## config.mk

```make
export PLATFORM = sky130hd
export DESIGN_NAME = irq_ctrl_unit
export DESIGN_NICKNAME = d
export VERILOG_FILES = /design/src/rtl/irq_ctrl_pkg.sv /design/src/rtl/irq_decode.sv /design/src/rtl/irq_pend_track.sv /design/src/rtl/irq_ctrl_unit.sv
export SDC_FILE = /design/constraint.sdc
export NUM_CORES = 1
export LEC_CHECK = 0
export ABC_AREA = 1
export ABC_CLOCK_PERIOD_IN_PS = 11900
export BUFFER_PORTS_ARGS = -buffer_cell sky130_fd_sc_hd__buf_2
export CORE_MARGIN = 8
export CORE_UTILIZATION = 41
export CTS_CLUSTER_DIAMETER = 100
export DETAILED_ROUTE_END_ITERATION = 8
export GPL_TIMING_DRIVEN = 0
export PLACE_DENSITY = 0.65
export SLEW_MARGIN = 0
export SYNTH_ARGS = -nofsm -noshare
export SYNTH_HDL_FRONTEND = slang
export SYNTH_SLANG_ARGS = --single-unit
```

## constraint.sdc

```tcl
create_clock -name clk -period 11.9 [get_ports clk]
set_input_delay 2.38 -clock clk [delete_from_list [all_inputs] [get_ports clk]]
set_output_delay 2.38 -clock clk [all_outputs]
set_load 0.02 [all_outputs]
```

## src/rtl/irq_ctrl_pkg.sv

```systemverilog
package irq_ctrl_pkg;

    localparam int ILEN  = 32;
    localparam int FLD_W = 5;
    localparam int OPC_W = 7;
    localparam int F3_W  = 3;
    localparam int F7_W  = 7;

    localparam logic [OPC_W-1:0] OPC_CUSTOM0 = 7'b0001011;

    localparam logic [F7_W-1:0] F7_GETQ    = 7'd0;
    localparam logic [F7_W-1:0] F7_SETQ    = 7'd1;
    localparam logic [F7_W-1:0] F7_RETIRQ  = 7'd2;
    localparam logic [F7_W-1:0] F7_MASKIRQ = 7'd3;
    localparam logic [F7_W-1:0] F7_WAITIRQ = 7'd4;

    typedef enum logic [2:0] {
        OP_GETQ    = 3'd0,
        OP_SETQ    = 3'd1,
        OP_RETIRQ  = 3'd2,
        OP_MASKIRQ = 3'd3,
        OP_WAITIRQ = 3'd4,
        OP_NONE    = 3'd7
    } irq_op_e;

    typedef struct packed {
        logic             valid;
        logic             illegal;
        irq_op_e          op;
        logic [FLD_W-1:0] rd;
    } dec_t;

endpackage

```

## src/rtl/irq_decode.sv

```systemverilog
module irq_decode
    import irq_ctrl_pkg::*;
#(
    parameter int QW = 2
) (
    input  logic            issue_i,
    input  logic [ILEN-1:0] instr_i,
    output dec_t            dec_o,
    output logic [QW-1:0]   qsel_o
);

    logic [F7_W-1:0]  f7;
    logic [FLD_W-1:0] rs2_f;
    logic [FLD_W-1:0] rs1_f;
    logic [F3_W-1:0]  f3;
    logic [FLD_W-1:0] rd_f;
    logic [OPC_W-1:0] opc;

    assign f7    = instr_i[31:25];
    assign rs2_f = instr_i[24:20];
    assign rs1_f = instr_i[19:15];
    assign f3    = instr_i[14:12];
    assign rd_f  = instr_i[11:7];
    assign opc   = instr_i[6:0];

    always_comb begin
        dec_o.valid   = 1'b0;
        dec_o.illegal = 1'b0;
        dec_o.op      = OP_NONE;
        dec_o.rd      = rd_f;
        qsel_o        = '0;
        if (issue_i && opc == OPC_CUSTOM0) begin
            dec_o.illegal = 1'b1;
            if (f3 == '0 && rs2_f == '0) begin
                case (f7)
                    F7_GETQ: begin
                        if ((rs1_f >> QW) == '0) begin
                            dec_o.valid   = 1'b1;
                            dec_o.illegal = 1'b0;
                            dec_o.op      = OP_GETQ;
                            qsel_o        = rs1_f[QW-1:0];
                        end
                    end
                    F7_SETQ: begin
                        if ((rd_f >> QW) == '0) begin
                            dec_o.valid   = 1'b1;
                            dec_o.illegal = 1'b0;
                            dec_o.op      = OP_SETQ;
                            qsel_o        = rd_f[QW-1:0];
                        end
                    end
                    F7_RETIRQ: begin
                        if (rs1_f == '0 && rd_f == '0) begin
                            dec_o.valid   = 1'b1;
                            dec_o.illegal = 1'b0;
                            dec_o.op      = OP_RETIRQ;
                        end
                    end
                    F7_MASKIRQ: begin
                        dec_o.valid   = 1'b1;
                        dec_o.illegal = 1'b0;
                        dec_o.op      = OP_MASKIRQ;
                    end
                    F7_WAITIRQ: begin
                        dec_o.valid   = 1'b1;
                        dec_o.illegal = 1'b0;
                        dec_o.op      = OP_WAITIRQ;
                    end
                    default: begin
                        dec_o.illegal = 1'b1;
                    end
                endcase
            end
        end
    end

endmodule

```

## src/rtl/irq_pend_track.sv

```systemverilog
module irq_pend_track #(
    parameter int NIRQ      = 32,
    parameter int TRAP_LINE = 1
) (
    input  logic            clk,
    input  logic            rst_n,
    input  logic [NIRQ-1:0] irq_i,
    input  logic [NIRQ-1:0] clr_i,
    input  logic            en_i,
    input  logic [NIRQ-1:0] mask_i,
    output logic [NIRQ-1:0] pend_o,
    output logic            trap_o
);

    typedef struct packed {
        logic [NIRQ-1:0] pend;
        logic            trap;
    } pst_t;

    pst_t st_d, st_q;

    always_comb begin
        st_d      = st_q;
        st_d.pend = (st_q.pend & ~clr_i) | irq_i;
        st_d.trap = st_q.trap |
                    (st_q.pend[TRAP_LINE] & (~en_i | mask_i[TRAP_LINE]));
    end

    always_ff @(posedge clk or negedge rst_n) begin
        if (!rst_n) begin
            st_q <= '0;
        end else begin
            st_q <= st_d;
        end
    end

    assign pend_o = st_q.pend;
    assign trap_o = st_q.trap;

    // the halt flag never falls without reset
    assert_trap_sticky_R10: assert property (@(posedge clk) disable iff (!rst_n)
        trap_o |=> trap_o);

    // with nothing delivered, no pending bit is lost
    assert_pend_sticky_R5: assert property (@(posedge clk) disable iff (!rst_n)
        (clr_i == '0) |=> ((pend_o & $past(pend_o)) == $past(pend_o)));

endmodule

```

## src/rtl/irq_ctrl_unit.sv

```systemverilog
module irq_ctrl_unit
    import irq_ctrl_pkg::*;
#(
    parameter int          XLEN         = 32,
    parameter int          NIRQ         = 32,
    parameter int          NQ           = 4,
    parameter int          TRAP_LINE    = 1,
    parameter logic [31:0] HANDLER_ADDR = 32'h0000_0010
) (
    input  logic            clk,
    input  logic            rst_n,
    input  logic            issue_i,
    input  logic [ILEN-1:0] instr_i,
    input  logic [XLEN-1:0] rs_val_i,
    input  logic [XLEN-1:0] pc_i,
    input  logic [NIRQ-1:0] irq_i,
    output logic            rd_we_o,
    output logic [FLD_W-1:0] rd_idx_o,
    output logic [XLEN-1:0] rd_val_o,
    output logic            redirect_o,
    output logic [XLEN-1:0] redirect_pc_o,
    output logic            stall_o,
    output logic            illegal_o,
    output logic            trap_o
);

    localparam int QW = (NQ > 1) ? $clog2(NQ) : 1;

    typedef struct packed {
        logic             en;
        logic [NIRQ-1:0]  mask;
        logic             waiting;
        logic [FLD_W-1:0] wait_rd;
        logic             rd_we;
        logic [FLD_W-1:0] rd_idx;
        logic [XLEN-1:0]  rd_val;
        logic             redir;
        logic [XLEN-1:0]  redir_pc;
        logic             illegal;
    } st_t;

    st_t s_d, s_q;

    logic [NQ-1:0][XLEN-1:0] q_d, q_q;

    dec_t            dec;
    logic [QW-1:0]   qsel;
    logic [NIRQ-1:0] pend;
    logic [NIRQ-1:0] unmasked;
    logic [NIRQ-1:0] clr;
    logic            trapped;
    logic            active;
    logic            take;
    logic            do_ret;

    irq_decode #(.QW(QW)) u_dec (
        .issue_i (issue_i),
        .instr_i (instr_i),
        .dec_o   (dec),
        .qsel_o  (qsel)
    );

    irq_pend_track #(.NIRQ(NIRQ), .TRAP_LINE(TRAP_LINE)) u_pend (
        .clk    (clk),
        .rst_n  (rst_n),
        .irq_i  (irq_i),
        .clr_i  (clr),
        .en_i   (s_q.en),
        .mask_i (s_q.mask),
        .pend_o (pend),
        .trap_o (trapped)
    );

    assign active   = !s_q.waiting && !trapped;
    assign unmasked = pend & ~s_q.mask;
    assign take     = active && s_q.en && (|unmasked) && !issue_i;
    assign clr      = take ? unmasked : '0;
    assign do_ret   = active && dec.valid && dec.op == OP_RETIRQ;

    always_comb begin
        s_d         = s_q;
        s_d.rd_we   = 1'b0;
        s_d.redir   = 1'b0;
        s_d.illegal = 1'b0;
        q_d         = q_q;
        if (s_q.waiting && !trapped) begin
            if (|pend) begin
                s_d.rd_we   = 1'b1;
                s_d.rd_idx  = s_q.wait_rd;
                s_d.rd_val  = XLEN'(pend);
                s_d.waiting = 1'b0;
            end
        end else if (active && dec.illegal) begin
            s_d.illegal = 1'b1;
        end else if (active && dec.valid) begin
            case (dec.op)
                OP_GETQ: begin
                    s_d.rd_we  = 1'b1;
                    s_d.rd_idx = dec.rd;
                    s_d.rd_val = q_q[qsel];
                end
                OP_SETQ: begin
                    q_d[qsel] = rs_val_i;
                end
                OP_RETIRQ: begin
                    s_d.redir    = 1'b1;
                    s_d.redir_pc = q_q[0];
                    s_d.en       = 1'b1;
                end
                OP_MASKIRQ: begin
                    s_d.mask   = rs_val_i[NIRQ-1:0];
                    s_d.rd_we  = 1'b1;
                    s_d.rd_idx = dec.rd;
                    s_d.rd_val = XLEN'(s_q.mask);
                end
                OP_WAITIRQ: begin
                    if (|pend) begin
                        s_d.rd_we  = 1'b1;
                        s_d.rd_idx = dec.rd;
                        s_d.rd_val = XLEN'(pend);
                    end else begin
                        s_d.waiting = 1'b1;
                        s_d.wait_rd = dec.rd;
                    end
                end
                default: begin
                    s_d.illegal = 1'b1;
                end
            endcase
        end else if (take) begin
            q_d[0]       = pc_i;
            q_d[1]       = XLEN'(unmasked);
            s_d.en       = 1'b0;
            s_d.redir    = 1'b1;
            s_d.redir_pc = XLEN'(HANDLER_ADDR);
        end
    end

    always_ff @(posedge clk or negedge rst_n) begin
        if (!rst_n) begin
            s_q    <= '0;
            s_q.en <= 1'b1;
        end else begin
            s_q <= s_d;
        end
    end

    // shadow bank: entries 0 and 1 are reset, the rest are scratch
    for (genvar gi = 0; gi < NQ; gi++) begin : g_qreg
        logic [XLEN-1:0] r_q;
        if (gi < 2) begin : g_rst
            always_ff @(posedge clk or negedge rst_n) begin
                if (!rst_n) begin
                    r_q <= '0;
                end else begin
                    r_q <= q_d[gi];
                end
            end
        end else begin : g_scratch
            always_ff @(posedge clk) begin
                r_q <= q_d[gi];
            end
        end
        assign q_q[gi] = r_q;
    end

    assign rd_we_o       = s_q.rd_we;
    assign rd_idx_o      = s_q.rd_idx;
    assign rd_val_o      = s_q.rd_val;
    assign redirect_o    = s_q.redir;
    assign redirect_pc_o = s_q.redir_pc;
    assign illegal_o     = s_q.illegal;
    assign stall_o       = s_q.waiting | trapped;
    assign trap_o        = trapped;

    // one kind of result per cycle
    assert_one_result_R1: assert property (@(posedge clk) disable iff (!rst_n)
        $onehot0({rd_we_o, redirect_o, illegal_o}));

    // entry disables interrupts and jumps to the handler
    assert_entry_disables_R6: assert property (@(posedge clk) disable iff (!rst_n)
        take |=> (!s_q.en && redirect_o && redirect_pc_o == XLEN'(HANDLER_ADDR)));

    // return jumps to the saved address and re-enables
    assert_return_enables_R7: assert property (@(posedge clk) disable iff (!rst_n)
        do_ret |=> (s_q.en && redirect_o && redirect_pc_o == $past(q_q[0])));

    // an illegal word leaves mask and enable untouched
    assert_illegal_keeps_state_R9: assert property (@(posedge clk) disable iff (!rst_n)
        (active && dec.illegal) |=> ($stable(s_q.mask) && $stable(s_q.en) && illegal_o));

    // a trapped unit keeps the core stalled
    assert_trap_stalls_R10: assert property (@(posedge clk) disable iff (!rst_n)
        trap_o |-> stall_o);

endmodule

```

* Yosys cells after proc, flatten, opt, wreduce, memory -nomap -nowiden
Cells that the tools add are included.
** Storage, ports and cells
- Register bits :: 272
- Output and inout bits :: 74
- Logic and storage cells :: 125
** Cells by class
- Magnitude comparators :: 2
- Eq/ne operators :: 15
- Multiplexer cells :: 42
- Bitwise operators :: 13
- Reduce and logical (&&, ||, !) cells :: 37
** Operators by type and width (number)
- 64-bit 2-to-1 mux :: 3
- 128-bit bitwise mux :: 1
- 38-bit 2-to-1 mux :: 3
- 38-bit case mux with 3 select lines :: 1
- 33-bit 2-to-1 mux :: 3
- 32-bit 2-to-1 mux :: 3
- 77-bit 2-to-1 mux :: 1
- 32-bit bitwise AND :: 2
- 32-bit binary-select mux with 2-bit select :: 1
- 32-bit demux with 2-bit select :: 1
- 32-bit NOT :: 2
- 32-bit OR reduction :: 2
- 44-bit 2-to-1 mux :: 1
- 34-bit 2-to-1 mux :: 1
- 32-bit bitwise OR :: 1
- 5-bit zero test :: 5
- 5-bit 2-to-1 mux :: 5
- 4-bit AND reduction :: 4
- 3-bit case mux with 5 select lines :: 1
- 5-bit AND reduction :: 3
- 7-bit by 2-bit == test with 1-bit output, second input constant :: 2
- 6-bit 2-to-1 mux :: 2
- 1-bit logical AND :: 11
- 1-bit 2-to-1 mux :: 8
- other kinds (23) :: 42

* Longest topological paths before layout
Gate-level depths: netlist of run 1.
- Depth after elaboration :: 12
- Depth in mapped cells :: 18
- Gate-level depth less buffers :: 15

* By module
Synthesis of run 1 repeated with hierarchy kept, for this count alone.
** Second synthesis, totals
- Cell total of the unflattened synthesis :: 1749
- Area, all modules :: 14022.2 um2
** Modules (own cells, without submodules)
- irq_ctrl_unit :: times used 1, cells an instance 1554, area an instance 12374.4 um2
- irq_pend_track :: times used 1, cells an instance 102, area an instance 1208.7 um2
- irq_decode :: times used 1, cells an instance 93, area an instance 439.2 um2

* Least setup slack after synthesis of run 1
Ideal clock, no wire load.
- Path type :: input -> register
- Start point :: in instr_i[18]
- End point :: reg g_qreg[2].r_q[0] (enable)
- Setup time :: 502 ps
- Data arrival time :: 6539 ps
- Setup slack :: 4860 ps
- Cell stages on the path :: 8
- Buffers on the path :: 1
- Path through :: nor2_1 > nand2_1 > nor2_1 > nand2_1 > a21oi_4 > nand4_4 > clkbuf_1 > nor4_1
** On the way
- Cells in the longest elaborated chain, start to end :: 9
** RTL lines
- start, declared :: RTL line irq_ctrl_unit.sv:13 : input logic [ILEN-1:0] instr_i,
- 5-bit zero test :: RTL line irq_decode.sv:53 : if (rs1_f == '0 && rd_f == '0) begin
- 1-bit logical AND :: RTL line irq_decode.sv:53
- 5-bit 2-to-1 mux :: RTL line irq_decode.sv:53
- 1-bit case mux with 4 select lines :: RTL line irq_decode.sv:35 : case (f7)
- 5-bit 2-to-1 mux * :: RTL line irq_decode.sv:34 : if (f3 == '0 && rs2_f == '0) begin
- 5-bit 2-to-1 mux * :: RTL line irq_decode.sv:32 : if (issue_i && opc == OPC_CUSTOM0) begin
- branches (longest 2 deep; another with 3-bit by 1-bit == test with 1-bit output)
- 4-bit AND reduction (no line) *
- end signal, assigned :: RTL line irq_ctrl_unit.sv:161 : r_q <= q_d[gi];
- end, declared :: RTL line irq_ctrl_unit.sv:150 : logic [XLEN-1:0] r_q;
Mark *: on every way between the ends.
A chain may end at the register's enable or synchronous reset.

* Final worst setup path of run 1
- Start point :: in instr_i[28]
- End point :: reg g_qreg[3].r_q[14] (enable)
** On the way
- Cells in the longest elaborated chain, start to end :: 8
** RTL lines (RTL line)
- 7-bit by 2-bit == test with 1-bit output or 7-bit by 3-bit == test with 1-bit output (tied branches) :: irq_decode.sv:35
- 2-bit OR reduction (no line)
- 1-bit case mux with 4 select lines :: irq_decode.sv:35
- 5-bit 2-to-1 mux * :: irq_decode.sv:34
- 5-bit 2-to-1 mux * :: irq_decode.sv:32
- branches (longest 2 deep; another with 3-bit by 1-bit == test with 1-bit output)
- 4-bit AND reduction (no line) *
- end signal, assigned :: irq_ctrl_unit.sv:161
- end, declared :: irq_ctrl_unit.sv:150
Marks and branches as above.

==> results of run 1 <==
[placed cells by master, fill, tap and decap left out, types with 8 or more instances in the layout]
master / synthesis / routed
buf_2: 42 / 245
buf_4: 77 / 82
buf_6: 7 / 9
clkbuf_1: 48 / 58
clkbuf_16: 0 / 37
dfrtp_1: 207 / 207
edfxtp_1: 64 / 64
inv_1: 168 / 168
nand2_1: 726 / 726
nand3_1: 187 / 187
nand4_1: 68 / 68
nor2_1: 74 / 74
nor3_1: 12 / 11
o21ai_0: 37 / 37
o21ai_1: 125 / 125
o21bai_1: 24 / 24
or2_2: 8 / 8
[cell families after synthesis]
family / count (synthesis)
buffers and inverters: 350
AOI/OAI and AO/OA: 195
DFF: 272
and+or+nand+nor: 1110
[flip-flops by register name (all words and copies together) (netlist names)]
signal and flops:
u_pend.trap_o 1, u_pend.pend_o 32, illegal_o 1, redirect_pc_o 32, redirect_o 1, rd_we_o 1, rd_val_o 32, rd_idx_o 5
g_qreg.r_q 128, s_q 39
[final timing paths]
kind                                     startpoint                           to  slack, ns
max                                     instr_i[28]  g_qreg[3].r_q[14]$_DFFE_PP_       6.82
min in group asynchronous                     rst_n  u_pend.pend_o[30]$_DFF_PN0_       1.89
max in group asynchronous                     rst_n      rd_val_o[7]$_DFFE_PN0P_       8.96
min reg2reg                rd_val_o[27]$_DFFE_PN0P_     rd_val_o[27]$_DFFE_PN0P_       0.48
max reg2reg                    s_q[109]$_DFFE_PN0P_   u_pend.pend_o[7]$_DFF_PN0_       8.90
min                        rd_val_o[27]$_DFFE_PN0P_     rd_val_o[27]$_DFFE_PN0P_       0.48
[cell type report]
class	count	area [um2]	share of cell area
buffer	176	1055	0.06022
tap	461	576.8	0.03293
multi-input combinational	1305	5864	0.3348
clock buffer	52	1032	0.05893
sequential	272	7128	0.4070
clock inverter	10	72.57	0.004143
timing repair buffer	213	1134	0.06472
inverter	174	653.1	0.03729
[report_power, final]
part           internal, W  total, W  switching (W)
registers         0.000988   0.00102      0.0000324
logic            0.0000493  0.000131      0.0000815
clock network     0.000620   0.00103       0.000407
[worst max-delay path: cells and delay by family]
kind,cells,cell delay [ns]
buffers and inverters,5,1.20
AND/OR/NAND/NOR,7,1.70
[metrics by stage]
stage                     cell area [um2]  utilization  cells
after CTS                           17520       0.4948   2663
after detailed placement            16410       0.4636   2601
final                               17520       0.4948   2663
after global routing                17520       0.4948   2663
after floorplan                     14690            -   1927
after global placement              16290       0.4601   2592
[metal layers]
metal  global-route usage  vias up
met3              0.04943      105
met4              0.08425        2
met1               0.3379     6664
li1                     -     6620
met5                    0        -
met2               0.3938      608
==> implementation parameters, run 1 <==
Parameter                              Value

Drt
  Count of TritonRoute iterations in the first routing pass    6
  Uppermost signal routing layer after detailed routing    met5
  Vias after detailed routing    14000
  Count of nets left with antenna violations after detail routing    0
  M1 WL    22.67 mm
  Post-detailed-routing wire length    52.87 mm
  # DRC    0
  Routed length on met3    4.513 mm
  Number of design-rule violations left by the first detailed-router iteration    1428
  Metal2 WL    23.92 mm
  Routed length per instance    19.85 um
  Per-cell via count in the routed design    5.257

Yosys
  EDFF count, synth    64
  Synth Instances    1927
  Area share of the leading cell type in the synthesized netlist    0.3526
  Post-synth design cell area    0.01469 mm2
  Predominant post-synthesis flop cell    dfrtp_1
  Area leader, netlist    dfrtp_1
  Complex-gate fraction of the synthesized area    0.07359
  Most used standard cells in the synthesized netlist    nand2_1, dfrtp_1, nand3_1
  Mux contribution to synthesized area    0
  Synthesis Warnings    0
  Share of async-settable or async-resettable flops after synthesis    0.7647
  Count leader, synth    nand2_1
  Post-synthesis sequential area ratio    0.4853
  Leading cell types by total area after synthesis    dfrtp_1, nand2_1, edfxtp_1
  Library cells used by synthesis    37
  Nets in the synthesized netlist    2058
  Simple-Gate Fraction of Synth Area    0.3249
  Dominant combinational cell family by area after synthesis    simple AND/OR/NAND/NOR gates
  Xor and xnor area share after synthesis    0
  Post-synthesis share of cell area spent on full adders, half adders and majority gates    0
  Average cell area after synthesis    7.623 um2
  Total of flip-flops plus latches after synthesis    272

CTS
  TritonCTS buffer count    34
  TritonCTS clock tree    yes
  Insertion delay of the later-clocked pin in the worst-skew pair    0.52 ns
  CTS clock-pin slew for the worst setup and hold paths    0.06 ns
  Hold buffer count at cts    0
  Root Driver    clkbuf_16
  Deepest level of the CTS H-tree    2
  Number of buffers on the longest clock path    3
  Post-cts sizing count    0
  Number of sinks driven by the clock tree    272
  Setup bufs post-CTS    0

GRT
  Maximum number of pins on one net before global-route repair    112
  Antenna violations before repair    1
  First-pass GRT wire length    80.64 mm
  Grt ovf    0
  Via count of the first global-routing pass    13760
  Overall track demand over capacity in global routing    0.2489

Place
  Final weighted congestion in routability-driven placement    0.9512
  Worst slack at placement    6.330 ns
  Detailed placer's ending HPWL    39.12 mm
  Count of input and output buffers    204

Layout
  Number of filler cells placed in the layout    3591
  Number of antenna cells inserted    0
  Area Overhead vs Synth    19.24%
  Layout cell share with drive strength beyond 1    0.1985
  Layout Nets    2307

Timing
  Setup TNS    0 ns
  Relative slew slack    0.4045
  Number of setup violations in the final report    0
  Number of slew-limit violations in the final report    0
  Max Clock Skew    0.01794 ns
  Number of hold violations in the final report    0
  Setup repair after global routing missed its margin    false
  Highest achievable clock rate    196.8 MHz
  Post-route fraction of the period consumed by the critical path    0.4270
  Min Tclk post-route    5.081 ns
  Measured slew at the worst slew-check pin    0.8932 ns
  Final Hold Slack    0.4825 ns
  Setup ws final    6.819 ns

Power
  Max rail drop VDD    0.08125 mV
  Standby leakage power    9.056 nW
  Overall Power    0.002178 W
  Power Dens Cells    124.4 mW/mm2

Critical path
  Critical Path Slowest Stage Cell    nor3_2
  Largest fanout on the critical path    10
  Highest cell delay on the worst timing path    0.64 ns
  Data required time of the critical path    12.12 ns
  CP Capture Type    flop
  Arrival @ worst endpoint    5.30 ns
  Worst R2R Path Depth    11
  Type of the worst setup path    input port to flop
  Nature of the critical path startpoint    input port
  Series of cell instances along the critical path    buf_2 > nor2_2 > nand2_1 > nor2_2 > nand2_1 > nand2_1 > buf_2 > buf_2 > nand3_1 > nor3_2 > buf_8 > buf_6

Floorplan
  Area enclosed by the die boundary    0.04214 mm2
  Initial cell density of the core    0.4150
  Number of standard-cell rows in the floorplan    69
  Boundary pin count    205
  Area of the placeable core    0.03540 mm2
  Chip height    205.3 um
  Horiz. Die Dim    205.3 um

Run
  MaxCap Viol Count    0

Hold path
  Path category of the worst min-delay check    flop to flop
  Cell count of the worst hold path    2

Status
  Result of the run    completed
Note: power is estimated with default switching activity, not from simulation.
==> run 2, diff against run 1 <==
- ABC_CLOCK_PERIOD_IN_PS: 11900 -> 4800
- clock period: 11.9 -> 4.8 ns (I/O delays scaled with it)
==> implementation parameters, run 2 (synthesized netlist as in run 1, its figures left out) <==
Parameter                              Value

Layout
  Layout Cell Area excl Fill    0.01738 mm2 (-0.77%)
  Layout Nets    2302 (-0.22%)
  Most flop-heavy register    g_qreg.r_q
  Flip-flop count of the largest register after layout    128 (unchanged)
  Largest regs    g_qreg.r_q: 128 flops, s_q: 39 flops
  Area Overhead vs Synth    18.32%
  Layout cell share with drive strength beyond 1    0.1945 (-0.003923)
  Most frequent standard cell in the layout excluding fill and tap cells    nand2_1
  Commonest non-fill, non-tap cells in the layout    nand2_1, buf_2, dfrtp_1

Status
  Result of the run    completed

Drt
  Vias after detailed routing    13860 (-0.99%)
  # DRC    0 (unchanged)
  Post-detailed-routing wire length    52.21 mm (-1.3%)
  Number of design-rule violations left by the first detailed-router iteration    1302 (-8.8%)
  Count of nets left with antenna violations after detail routing    0 (unchanged)
  Per-cell via count in the routed design    5.211 (-0.88%)
  Routed length per instance    19.63 um (-1.1%)
  Count of TritonRoute iterations in the first routing pass    7 (+1)

Floorplan
  Area enclosed by the die boundary    0.04214 mm2 (unchanged)
  Horiz. Die Dim    205.3 um (unchanged)
  Area of the placeable core    0.03540 mm2 (unchanged)
  Chip height    205.3 um (unchanged)
  Number of standard-cell rows in the floorplan    69 (unchanged)
  Boundary pin count    205 (unchanged)
  Initial cell density of the core    0.4150 (unchanged)

Power
  Sequential fraction of design power    0.492 (+0.023)
  Overall Power    0.005134 W (+140%)
  Standby leakage power    8.967 nW (-0.98%)
  NetSw    0.001241 W (+140%)
  Share of total power in the clock network    0.444 (-0.027)
  Power Dens Cells    295.4 mW/mm2 (+140%)
  Cell-internal power    0.003893 W (+130%)
  Max rail drop VDD    0.2712 mV (+230%)
  Sw frac    0.2418 (+0.002584)
  Logic gate share of total power    0.063 (+0.003)

Timing
  Relative slew slack    0.3980 (-0.006507)
  Number of setup violations in the final report    0 (unchanged)
  Measured slew at the worst slew-check pin    0.9030 ns (+0.009760 ns)
  Highest achievable clock rate    267.2 MHz
  Min Tclk post-route    3.742 ns
  Post-route fraction of the period consumed by the critical path    0.7796
  Number of hold violations in the final report    0 (unchanged)
  Setup repair after global routing missed its margin    false
  Max Clock Skew    0.02185 ns (+0.003912 ns)
  Number of slew-limit violations in the final report    0 (unchanged)

Critical path
  CP Capture Type    flop
  Reg-to-reg critical path startpoint    s_q[109]$_DFFE_PN0P_
  Type of the worst setup path    input port to flop
  Data required time of the critical path    5.09 ns (-7.03 ns)
  Arrival @ worst endpoint    4.03 ns (-1.27 ns)
  Nature of the critical path startpoint    input port
  R2r endpoint    u_pend.pend_o[6]$_DFF_PN0_
  Worst R2R Path Depth    11 (unchanged)
  Register-to-register setup slack    1.74 ns (-7.16 ns)
  Largest fanout on the critical path    10 (unchanged)

CTS
  Post-cts sizing count    0 (unchanged)
  CTS clock-pin slew for the worst setup and hold paths    0.06 ns (about the same)
  Deepest level of the CTS H-tree    1 (-1)
  Root Driver    clkbuf_16
  Hold buffer count at cts    0 (unchanged)
  Number of sinks driven by the clock tree    272 (unchanged)
  Number of buffers on the longest clock path    3 (unchanged)
  TritonCTS clock tree    yes
  TritonCTS buffer count    31 (-8.8%)
  Insertion delay of the later-clocked pin in the worst-skew pair    0.58 ns (+0.06 ns)
  Setup bufs post-CTS    0 (unchanged)

Place
  Area after DPL    0.01641 mm2 (about the same)
  Detailed placer's ending HPWL    39.07 mm (-0.12%)
  Final weighted congestion in routability-driven placement    0.9398 (-1.2%)
  Count of input and output buffers    204 (unchanged)

GRT
  Overall track demand over capacity in global routing    0.2468 (-0.002159)
  Maximum number of pins on one net before global-route repair    115 (+2.7%)
  Grt ovf    0 (unchanged)
  Via count of the first global-routing pass    13610 (-1.1%)
  First-pass GRT wire length    80.28 mm (-0.45%)
  Antenna violations before repair    1 (unchanged)

Hold path
  Path category of the worst min-delay check    input port to asynchronous set/reset pin

Run
  MaxCap Viol Count    0 (unchanged)
run 2: worst max-delay path by stage:
stage,cells past startpoint,to,startpoint
after floorplan,9,g_qreg[3].r_q[0]$_DFFE_PP_,instr_i[30]
after global placement,10,g_qreg[3].r_q[17]$_DFFE_PP_,instr_i[30]
after detailed placement,12,g_qreg[3].r_q[10]$_DFFE_PP_,instr_i[30]
after CTS,12,g_qreg[3].r_q[5]$_DFFE_PP_,instr_i[30]
after global routing,12,g_qreg[3].r_q[5]$_DFFE_PP_,instr_i[30]
final,12,g_qreg[3].r_q[5]$_DFFE_PP_,instr_i[30]
run 2: layer usage:
metal	GRT usage	wire, um	vias to the layer above
met4	0.07787	1535	0
met5	0	0	-
met1	0.3355	22610	6624
met2	0.3984	23960	538
li1	-	-	6618
met3	0.04093	4106	80
run 2: through the flow:
step                      utilization  cells  setup TNS [ns]  hold slack, ns  worst slack, ns
after detailed placement       0.4637   2599               0          0.4714           0.5086
after CTS                      0.4907   2656               0          0.4499            1.111
after global placement         0.4603   2592         -322.41          0.4704           -2.444
after global routing           0.4908   2657               0          0.4568           0.9354
after floorplan                     -   1927       -0.007020          0.4533       -0.0002194
final                          0.4910   2660               0          0.3846            1.058
run 2: cell type report:
class	count	area (um2)
Tap cell	461	576.8
Fill cell	3651	18020
Inverter	174	653.1
Sequential cell	272	7128
Multi-Input combinational cell	1305	5873
Clock buffer	51	900.9
Clock inverter	6	57.56
Antenna cell	4	10.01
Buffer	176	1055
Timing Repair Buffer	211	1126
run 2: power by group through the flow:
stage | clock network (W) | registers, W | logic [W]
floorplan | 0 | 0.00253 | 0.000157
global placement | 0 | 0.00257 | 0.000316
detailed placement | 0 | 0.00257 | 0.000326
CTS | 0.00230 | 0.00252 | 0.000327
global route | 0.00239 | 0.00253 | 0.000375
finish | 0.00228 | 0.00253 | 0.000325
run 2: worst max-delay path, stage by stage:
cell and delay [ns]:
buf_2 0.09, nor2_1 0.12, nand2_2 0.14, nor2_2 0.30, nand2_1 0.08, nand2_1 0.34, buf_2 0.34, buf_2 0.31
nand3_1 0.13, nor3_2 0.75, buf_6 0.27, buf_6 0.17
==> run 3, diff against run 2 <==
- ABC_CLOCK_PERIOD_IN_PS: 4800 -> 3710
- clock period: 4.8 -> 3.71 ns (I/O delays scaled with it)
==> implementation parameters, run 3 (synthesized netlist as in run 1, its figures left out) <==
Parameter                              Value

Critical path
  Count of cell instances traversed by the critical path    14 (+2)
  Largest fanout on the critical path    10 (unchanged)
  Buffer and inverter count on the worst path    3 (-2)
  Crit path max-delay family    simple AND/OR/NAND/NOR gates
  Type of the worst setup path    flop to flop
  CP Capture Type    flop
  End point of the critical path    redirect_pc_o[31]$_DFFE_PN0P_
  Worst R2R Path Depth    14 (+3)
  R2r endpoint    redirect_pc_o[31]$_DFFE_PN0P_
  Data required time of the critical path    4.16 ns (-0.93 ns)
  Reg-to-reg critical path startpoint    s_q[109]$_DFFE_PN0P_
  Register-to-register setup slack    0.51 ns (-1.23 ns)
  Series of cell instances along the critical path    inv_1 > nand2_1 > nand2_1 > nor3_1 > nand2_1 > nor2_1 > nand2_1 > nand2_1 > nand2_2 > o21ai_2 > inv_2 > nand2_2 > buf_6 > o21ai_1
  Critical Path Slowest Stage Cell    dfrtp_1
  Nature of the critical path startpoint    flop
  Arrival @ worst endpoint    3.65 ns (-0.38 ns)
  Highest cell delay on the worst timing path    0.54 ns (-0.21 ns)
  Launch point of the critical path    s_q[109]$_DFFE_PN0P_
  Cell seen most often among critical-path stages    nand2_1

CTS
  Root Driver    clkbuf_16
  Number of buffers on the longest clock path    3 (unchanged)
  TritonCTS clock tree    yes
  Insertion delay of the later-clocked pin in the worst-skew pair    0.57 ns (about the same)
  Hold buffer count at cts    0 (unchanged)
  TritonCTS buffer count    31 (unchanged)
  Deepest level of the CTS H-tree    1 (unchanged)
  Setup bufs post-CTS    0 (unchanged)
  Number of sinks driven by the clock tree    272 (unchanged)
  CTS clock-pin slew for the worst setup and hold paths    0.06 ns (about the same)
  Post-cts sizing count    0 (unchanged)

Layout
  Flip-flop count of the largest register after layout    128 (unchanged)
  Number of filler cells placed in the layout    3536 (-3.1%)
  Commonest non-fill, non-tap cells in the layout    nand2_1, buf_2, dfrtp_1
  Largest regs    g_qreg.r_q: 128 flops, s_q: 39 flops
  Layout Nets    2301 (-0.043%)
  Layout cell share with drive strength beyond 1    0.1968 (+0.002278)
  Most frequent standard cell in the layout excluding fill and tap cells    nand2_1
  Area Overhead vs Synth    18.81%
  Layout Cell Area excl Fill    0.01745 mm2 (+0.41%)
  Most flop-heavy register    g_qreg.r_q

Floorplan
  Initial cell density of the core    0.4150 (unchanged)
  Boundary pin count    205 (unchanged)
  Horiz. Die Dim    205.3 um (unchanged)
  Chip height    205.3 um (unchanged)
  Area enclosed by the die boundary    0.04214 mm2 (unchanged)
  Number of standard-cell rows in the floorplan    69 (unchanged)
  Area of the placeable core    0.03540 mm2 (unchanged)

Status
  Result of the run    completed

Drt
  Count of nets left with antenna violations after detail routing    0 (unchanged)
  Per-cell via count in the routed design    5.191 (-0.37%)
  Number of design-rule violations left by the first detailed-router iteration    1308 (+0.46%)
  Vias after detailed routing    13790 (-0.48%)
  Post-detailed-routing wire length    51.54 mm (-1.3%)
  Count of TritonRoute iterations in the first routing pass    5 (-2)
  # DRC    0 (unchanged)
  Routed length per instance    19.40 um (-1.2%)

Power
  NetSw    0.001605 W (+29%)
  Standby leakage power    9.014 nW (+0.52%)
  Sw frac    0.2394 (-0.002418)
  Max rail drop VDD    0.3663 mV (+35%)
  Share of total power in the clock network    0.450 (+0.006)
  Logic gate share of total power    0.063 (about the same)
  Cell-internal power    0.005102 W (+31%)
  Overall Power    0.006708 W (+31%)
  Sequential fraction of design power    0.488 (-0.004)
  Power Dens Cells    384.3 mW/mm2 (+30%)

Timing
  Min Tclk post-route    3.199 ns
  Number of setup violations in the final report    0 (unchanged)
  Measured slew at the worst slew-check pin    1.036 ns (+0.1326 ns)
  Relative slew slack    0.3096 (-0.08839)
  Max Clock Skew    0.01577 ns (-0.006080 ns)
  Number of hold violations in the final report    0 (unchanged)
  Highest achievable clock rate    312.6 MHz
  Setup ws final    0.5115 ns (-0.5464 ns)
  Post-route fraction of the period consumed by the critical path    0.8621
  Setup repair after global routing missed its margin    false
  Number of slew-limit violations in the final report    0 (unchanged)

Place
  Count of input and output buffers    204 (unchanged)
  Final weighted congestion in routability-driven placement    0.9730 (+3.5%)
  Worst slack at placement    0.04654 ns (-0.4621 ns)
  Area after DPL    0.01645 mm2 (+0.24%)
  Detailed placer's ending HPWL    38.72 mm (-0.90%)

GRT
  Maximum number of pins on one net before global-route repair    110 (-4.3%)
  Overall track demand over capacity in global routing    0.2420 (-0.004809)
  Antenna violations before repair    1 (unchanged)
  Grt ovf    0 (unchanged)
  Via count of the first global-routing pass    13700 (+0.68%)
  First-pass GRT wire length    78.53 mm (-2.2%)

Run
  MaxCap Viol Count    0 (unchanged)

Hold path
  Path category of the worst min-delay check    input port to asynchronous set/reset pin
-- run 3: metrics by stage --
step	setup TNS (ns)	cells	utilization	hold WS (ns)
2_1_floorplan	0	1927	-	0.4464
3_3_place_gp	-450.66	2592	0.4607	0.4681
3_5_place_dp	0	2598	0.4648	0.4705
4_1_cts	0	2656	0.4930	0.2399
5_1_grt	0	2657	0.4930	0.2745
6_report	0	2657	0.4930	0.2091
-- run 3: cell type report --
cell class / count / area [um2] / area share
Inverter: 174 / 653.1 / 0.03742
Multi-Input combinational cell: 1305 / 5879 / 0.3369
Clock buffer: 39 / 825.8 / 0.04732
Clock inverter: 19 / 172.7 / 0.009894
Antenna cell: 1 / 2.502 / 0.0001434
Timing Repair Buffer: 210 / 1159 / 0.06639
Buffer: 176 / 1055 / 0.06044
Sequential cell: 272 / 7128 / 0.4084
Tap cell: 461 / 576.8 / 0.03305
-- run 3: power groups by stage --
stage	logic, W	clock network (W)	registers [W]
3_3_place_gp	0.000408	0	0.00332
2_1_floorplan	0.000203	0	0.00328
4_1_cts	0.000422	0.00305	0.00326
3_5_place_dp	0.000420	0	0.00332
5_1_grt	0.000484	0.00317	0.00328
6_report	0.000420	0.00302	0.00327
-- run 3: per-layer routing --
layer / track usage / routed length [um] / vias up / part of all wire
met5: 0 / 0 / - / 0
met4: 0.08552 / 1856 / 0 / 0.036
met3: 0.05384 / 4891 / 98 / 0.095
met2: 0.3869 / 23410 / 610 / 0.45
met1: 0.3200 / 21380 / 6472 / 0.41
li1: - / - / 6613 / -
-- run 3: worst min-delay path by stage --
stage / start / endpoint / slack, ns / cells after the start
after floorplan: rst_n / g_qreg[0].r_q[0]$_DFFE_PN0P_ / 0.45 / 0
after global placement: rd_idx_o[3]$_DFFE_PN0P_ / rd_idx_o[3]$_DFFE_PN0P_ / 0.47 / 2
after detailed placement: rd_val_o[26]$_DFFE_PN0P_ / rd_val_o[26]$_DFFE_PN0P_ / 0.47 / 2
after CTS: rst_n / rd_we_o$_DFF_PN0_ / 0.24 / 1
after global routing: rst_n / rd_we_o$_DFF_PN0_ / 0.27 / 1
final: rst_n / rd_we_o$_DFF_PN0_ / 0.21 / 1
